$ cat src/rtl/disp_mode_ctl.sv
module disp_mode_ctl #(
  parameter int PIX_W = 18,
  parameter int CNT_W = 8
) (
  input  logic             clk,
  input  logic             rst_n,
  input  logic             host_we,
  input  logic [2:0]       host_addr,
  input  logic [CNT_W-1:0] host_wdata,
  input  logic             host_ram_we,
  input  logic [PIX_W-1:0] host_ram_data,
  input  logic             ext_vsync,
  input  logic             ext_hsync,
  input  logic             ext_dotclk,
  input  logic [PIX_W-1:0] ext_pixel,
  input  logic             osc_tick,
  output logic [1:0]       timing_src,
  output logic             ram_src,
  output logic             hsw_required,
  output logic [1:0]       vphase,
  output logic             ram_we,
  output logic [PIX_W-1:0] ram_wdata,
  output logic             mode_err,
  output logic             hsw_err
);
  localparam logic [1:0] DM_INT = 2'd0, DM_RGB = 2'd1, DM_VSY = 2'd2;
  localparam logic [1:0] PH_BP = 2'd0, PH_DISP = 2'd1, PH_FP = 2'd2;

  logic [1:0]       dm_q, vphase_q;
  logic             rm_q, hwm_q, vs_d, hs_d, dc_d;
  logic [CNT_W-1:0] bp_q, nl_q, fp_q, line_cnt, phase_len;
  logic             ram_we_q, mode_err_q, hsw_err_q;
  logic [PIX_W-1:0] ram_wdata_q;

  wire ext_on   = dm_q != DM_INT;
  wire rgb_on   = dm_q == DM_RGB;
  wire vs_rise  = ext_on & ext_vsync & ~vs_d;
  wire hs_rise  = rgb_on & ext_hsync & ~hs_d;
  wire dc_rise  = rgb_on & ext_dotclk & ~dc_d;
  wire line_tick = rgb_on ? hs_rise : osc_tick;
  wire pix_path = rgb_on & rm_q;

  wire       wr_mode = host_we && host_addr == 3'd0;
  wire       wr_stat = host_we && host_addr == 3'd4;
  wire [1:0] req_dm  = host_wdata[1:0];
  wire       dm_bad  = (req_dm == 2'b11) ||
                       (dm_q == DM_RGB && req_dm == DM_VSY) ||
                       (dm_q == DM_VSY && req_dm == DM_RGB);

  wire             fwd_we   = pix_path ? (dc_rise && vphase_q == PH_DISP) : host_ram_we;
  wire [PIX_W-1:0] fwd_data = pix_path ? ext_pixel : host_ram_data;

  always_comb begin
    case (vphase_q)
      PH_BP:   phase_len = bp_q;
      PH_DISP: phase_len = nl_q;
      default: phase_len = fp_q;
    endcase
  end

  wire [CNT_W:0] cnt_nxt = {1'b0, line_cnt} + {{CNT_W{1'b0}}, 1'b1};
  wire           last    = cnt_nxt >= {1'b0, phase_len};

  always_ff @(posedge clk) begin
    if (!rst_n) begin
      vs_d <= 1'b0;
      hs_d <= 1'b0;
      dc_d <= 1'b0;
    end else begin
      vs_d <= ext_vsync;
      hs_d <= ext_hsync;
      dc_d <= ext_dotclk;
    end
  end

  always_ff @(posedge clk) begin
    if (!rst_n) begin
      dm_q  <= DM_INT;
      rm_q  <= 1'b0;
      hwm_q <= 1'b0;
    end else if (wr_mode) begin
      hwm_q <= host_wdata[3];
      if (!dm_bad) dm_q <= req_dm;
      if (!rgb_on) rm_q <= host_wdata[2];
    end
  end

  always_ff @(posedge clk) begin
    if (!rst_n) begin
      bp_q <= {{(CNT_W-1){1'b0}}, 1'b1};
      nl_q <= {{(CNT_W-1){1'b0}}, 1'b1};
      fp_q <= {{(CNT_W-1){1'b0}}, 1'b1};
    end else if (host_we && !rgb_on) begin
      if (host_addr == 3'd1) bp_q <= host_wdata;
      if (host_addr == 3'd2) nl_q <= host_wdata;
      if (host_addr == 3'd3) fp_q <= host_wdata;
    end
  end

  always_ff @(posedge clk) begin
    if (!rst_n) begin
      vphase_q <= PH_BP;
      line_cnt <= '0;
    end else if (vs_rise) begin
      vphase_q <= PH_BP;
      line_cnt <= '0;
    end else if (line_tick) begin
      if (last) begin
        line_cnt <= '0;
        case (vphase_q)
          PH_BP:   vphase_q <= PH_DISP;
          PH_DISP: vphase_q <= PH_FP;
          default: vphase_q <= ext_on ? PH_FP : PH_BP;
        endcase
      end else begin
        line_cnt <= cnt_nxt[CNT_W-1:0];
      end
    end
  end

  always_ff @(posedge clk) begin
    if (!rst_n) begin
      ram_we_q    <= 1'b0;
      ram_wdata_q <= '0;
    end else begin
      ram_we_q <= fwd_we;
      if (fwd_we) ram_wdata_q <= fwd_data;
    end
  end

  always_ff @(posedge clk) begin
    if (!rst_n) begin
      mode_err_q <= 1'b0;
      hsw_err_q  <= 1'b0;
    end else begin
      if (wr_mode && dm_bad)              mode_err_q <= 1'b1;
      else if (wr_stat && host_wdata[0])  mode_err_q <= 1'b0;
      if (fwd_we && ext_on && !hwm_q)     hsw_err_q  <= 1'b1;
      else if (wr_stat && host_wdata[1])  hsw_err_q  <= 1'b0;
    end
  end

  assign timing_src   = dm_q;
  assign ram_src      = pix_path;
  assign hsw_required = ext_on;
  assign vphase       = vphase_q;
  assign ram_we       = ram_we_q;
  assign ram_wdata    = ram_wdata_q;
  assign mode_err     = mode_err_q;
  assign hsw_err      = hsw_err_q;


  no_reserved_mode_chk: assert property (@(posedge clk) disable iff (!rst_n)
    dm_q != 2'b11);


  no_rgb_to_vsync_chk: assert property (@(posedge clk) disable iff (!rst_n)
    (dm_q == DM_RGB) |=> (dm_q != DM_VSY));


  no_vsync_to_rgb_chk: assert property (@(posedge clk) disable iff (!rst_n)
    (dm_q == DM_VSY) |=> (dm_q != DM_RGB));


  rgb_cfg_frozen_chk: assert property (@(posedge clk) disable iff (!rst_n)
    (dm_q == DM_RGB) |=> ($stable(bp_q) && $stable(nl_q) && $stable(fp_q) && $stable(rm_q)));


  porch_no_pixel_chk: assert property (@(posedge clk) disable iff (!rst_n)
    (pix_path && vphase_q != PH_DISP) |=> !ram_we_q);


  int_vsync_ignored_chk: assert property (@(posedge clk) disable iff (!rst_n)
    (dm_q == DM_INT && ext_vsync && !vs_d && !osc_tick) |=> ($stable(vphase_q) && $stable(line_cnt)));


  hsw_err_cause_chk: assert property (@(posedge clk) disable iff (!rst_n)
    $rose(hsw_err_q) |-> ($past(dm_q) != DM_INT && !$past(hwm_q)));
endmodule

$ cat config.mk
export PLATFORM = sky130hd
export DESIGN_NAME = disp_mode_ctl
export DESIGN_NICKNAME = d
export VERILOG_FILES = /design/src/rtl/disp_mode_ctl.sv
export SDC_FILE = /design/constraint.sdc
export NUM_CORES = 1
export LEC_CHECK = 0
export ABC_AREA = 1
export ABC_CLOCK_PERIOD_IN_PS = 4370
export CORE_UTILIZATION = 25
export CTS_CLUSTER_DIAMETER = 200
export DETAILED_ROUTE_END_ITERATION = 8
export SYNTH_ARGS = -nofsm -noshare
export SYNTH_HDL_FRONTEND = slang
export SYNTH_SLANG_ARGS = --single-unit
$ cat constraint.sdc
create_clock -name clk -period 4.37 [get_ports clk]
set_input_delay 0.6555 -clock clk [delete_from_list [all_inputs] [get_ports clk]]
set_output_delay 0.6555 -clock clk [all_outputs]
set_load 0.01 [all_outputs]
==> results.md <==
- Die X: between 100 and 150 microns
- Final period utilization: 0.589
- Max Clk Rate: slightly below 400 MHz
- Share of layout cells above drive strength 1: 0.0658
- Max-Cap Viols: 0
- Final Skew: about 0.0089 ns
- Synth area leaders: dfxtp_1 43%, nand2_1 10%, o21ai_0 6.2%
- WHS: 0.455 ns
- Post-CTS sizing: 0
- Distinct cells, synth: 34
- Hpwl dp: around 5700 microns
- Register area share after synthesis: 0.428
- Pwr Density: ~430 nW/um^2
- Largest net degree at the start of global routing: 52
- Initial DRC count: 130
- CP Cell Sequence: nand2_4, nor2_4, clkdlybuf4s50_1
- Routed wire length: approximately 7800 microns
- Die area: around 12000 sq um
- Design Area, Final: about 4100 sq um
- Outcome: finished clean
- DR DRC count: 0
- Total gr overflow: 0
- Vias: between 2000 and 3000
- Min-Delay Path Class: reg2reg
- Initial antenna violation count: 0
- WL per Instance: around 13 microns
- WS Path Type: reg2out
- Count of pins over their slew limit: 0
- Clk Latency, worst-skew pair: 0.32 ns
- Cell Area, Synth: between 2000 and 3000 sq um
- H-tree depth: 3
- IO Pins: just over 80
- Final TNS setup: 0 ns
- Critical Path AT: approximately 1.9 ns
- Count of final hold-check violations: 0
- Post-DP Area: between 3000 and 4000 sq um
- Commonest cells after routing, fill and taps aside: 81 x nand2_1, 81 x clkdlybuf4s50_1, 62 x dfxtp_1
- DRT Pass-1 Iters: 4
- Final setup violation count: 0
- Leak: around 1.7 nW
- Main synth FF type: dfxtp_1
- First-pass GRT wire length: roughly 13000 microns
- Overall Power: between 1.5 and 2 mW
- Initial Util: 0.262
- CP max stage cell: clkdlybuf4s50_1
- Max VDD drop: approximately 0.00021 V
- CTS Buffer Depth: 2
- Worst Path Buf+Inv: 1
- CP Launch Type: flop
- Num CTS Buffers: 9
- Vias in the first global route: about 2800
- RSZ-0062 raised after global routing: false
- Worst EP required: between 3 and 4 ns
- GRT Overall Usage: 0.138
- Post-synthesis register bit count: 62
- # rows: 38
- Core area: 11100 sq um
- Post-synth EDFFs: 0
- Mean Syn Cell Area: approximately 7.5 sq um
- Root Buffer Master: clkbuf_16
- CP Capture Type: primary output
- Final #Nets: 530
- N_diodes: 0
- Worst-margin pin slew: about 0.55 ns
- CTS tree: done
- Crit path largest cell delay: approximately 0.63 ns
- GPL Wtd Cong: between 0.7 and 0.8
- Buffers added on ports: 81
- Share of the synthesized area in the top cell type: 0.428
- CP Max Fanout: 21
- Crit path time final: 2.57 ns
- Die Span Y: between 100 and 150 microns
- Clk sinks: slightly above 60
- Top Family by Delay on Critical Path: buffers and inverters
- Area growth syn-to-layout: 40.6%
- Slew HR: 0.629
- Asr flop ratio synth: 0
- Via density: about 4.6
- Post-Syn Nets: 450
- Hold Buf Count CTS: 0
- Reg clk slew, reported paths: about 0.06 ns
- Setup bufs post-CTS: 0
- Yosys Warn Count: 0
- Routed Antenna Nets: 0
- Mapped Cells: roughly 390
- Dominant cell type by area after synthesis: dfxtp_1
sequential cells by signal, indices dropped and copies added, names as in the netlist, 2 cells and up:
register	cells
bp_q	8
fp_q	8
line_cnt	8
nl_q	8
ram_wdata	18
timing_src	2
vphase	2
worst reg2reg max path: cells and delay by family, from the launching register on:
family / cells / cell delay (ns)
flops: 1 / 0.40
compound gates: 2 / 0.38
fa+ha+maj: 1 / 0.27
simple gates: 10 / 1.07
buf+inv: 2 / 0.21
synthesized netlist by cell type, drive strengths merged, types with 4 or more instances:
cell type  number
nor2           49
a21oi          19
nand3          10
dfxtp          62
ha              9
o221ai          4
clkbuf          6
buf             7
inv            42
nand4           4
o21ai          48
xor2            4
a31oi          20
nand2          85
area by class of cell:
| cell class | instances | area [sq um] |
|---|---|---|
| tap | 140 | 175 |
| clock inverter | 5 | 36.3 |
| inverter | 43 | 174 |
| clock buffer | 11 | 233 |
| fill | 1189 | 7000 |
| multi-input combinational | 268 | 1400 |
| timing repair buffer | 82 | 818 |
| sequential | 62 | 1240 |
stage by stage:
| step | utilization | setup slack, ns | cells |
|---|---|---|---|
| 2_1_floorplan | - | 2.32 | 386 |
| 3_3_place_gp | 0.344 | 1.90 | 595 |
| 3_5_place_dp | 0.344 | 1.91 | 595 |
| 4_1_cts | 0.368 | 1.76 | 611 |
| 5_1_grt | 0.368 | 1.70 | 611 |
| 6_report | 0.368 | 1.80 | 611 |
final timing paths:
path,from,end,slack [ns],cells after the start
worst max-delay path,timing_src[0],ram_src,1.80,3
worst min-delay path,fp_q[0],fp_q[0],0.46,2
worst max register to register,vphase[1],line_cnt[0],1.95,15
worst min register to register,fp_q[0],fp_q[0],0.46,2
where the power goes:
part | internal, mW | switching [mW]
combinational | 0.209 | 0.263
clock | 0.383 | 0.256
sequential | 0.608 | 0.0405
metal layers:
layer  track usage  part of all wire  vias up
met1         0.165              0.46     1269
met4        0.0400            0.0090        0
li1              -                 -     1446
met5             0                 0        -
met2         0.221              0.44       85
met3        0.0628             0.089        5
cell families after synthesis:
group                    after synthesis  share of synthesized area
XOR/XNOR                               5                     0.0151
AO/OA/AOI/OAI                         96                      0.185
adder cells (fa/ha/maj)                9                     0.0388
flip-flops                            62                      0.428
AND/OR/NAND/NOR                      155                      0.234
multiplexers                           3                     0.0103
buffers and inverters                 56                     0.0888
Power figures use the tool's default switching activity.
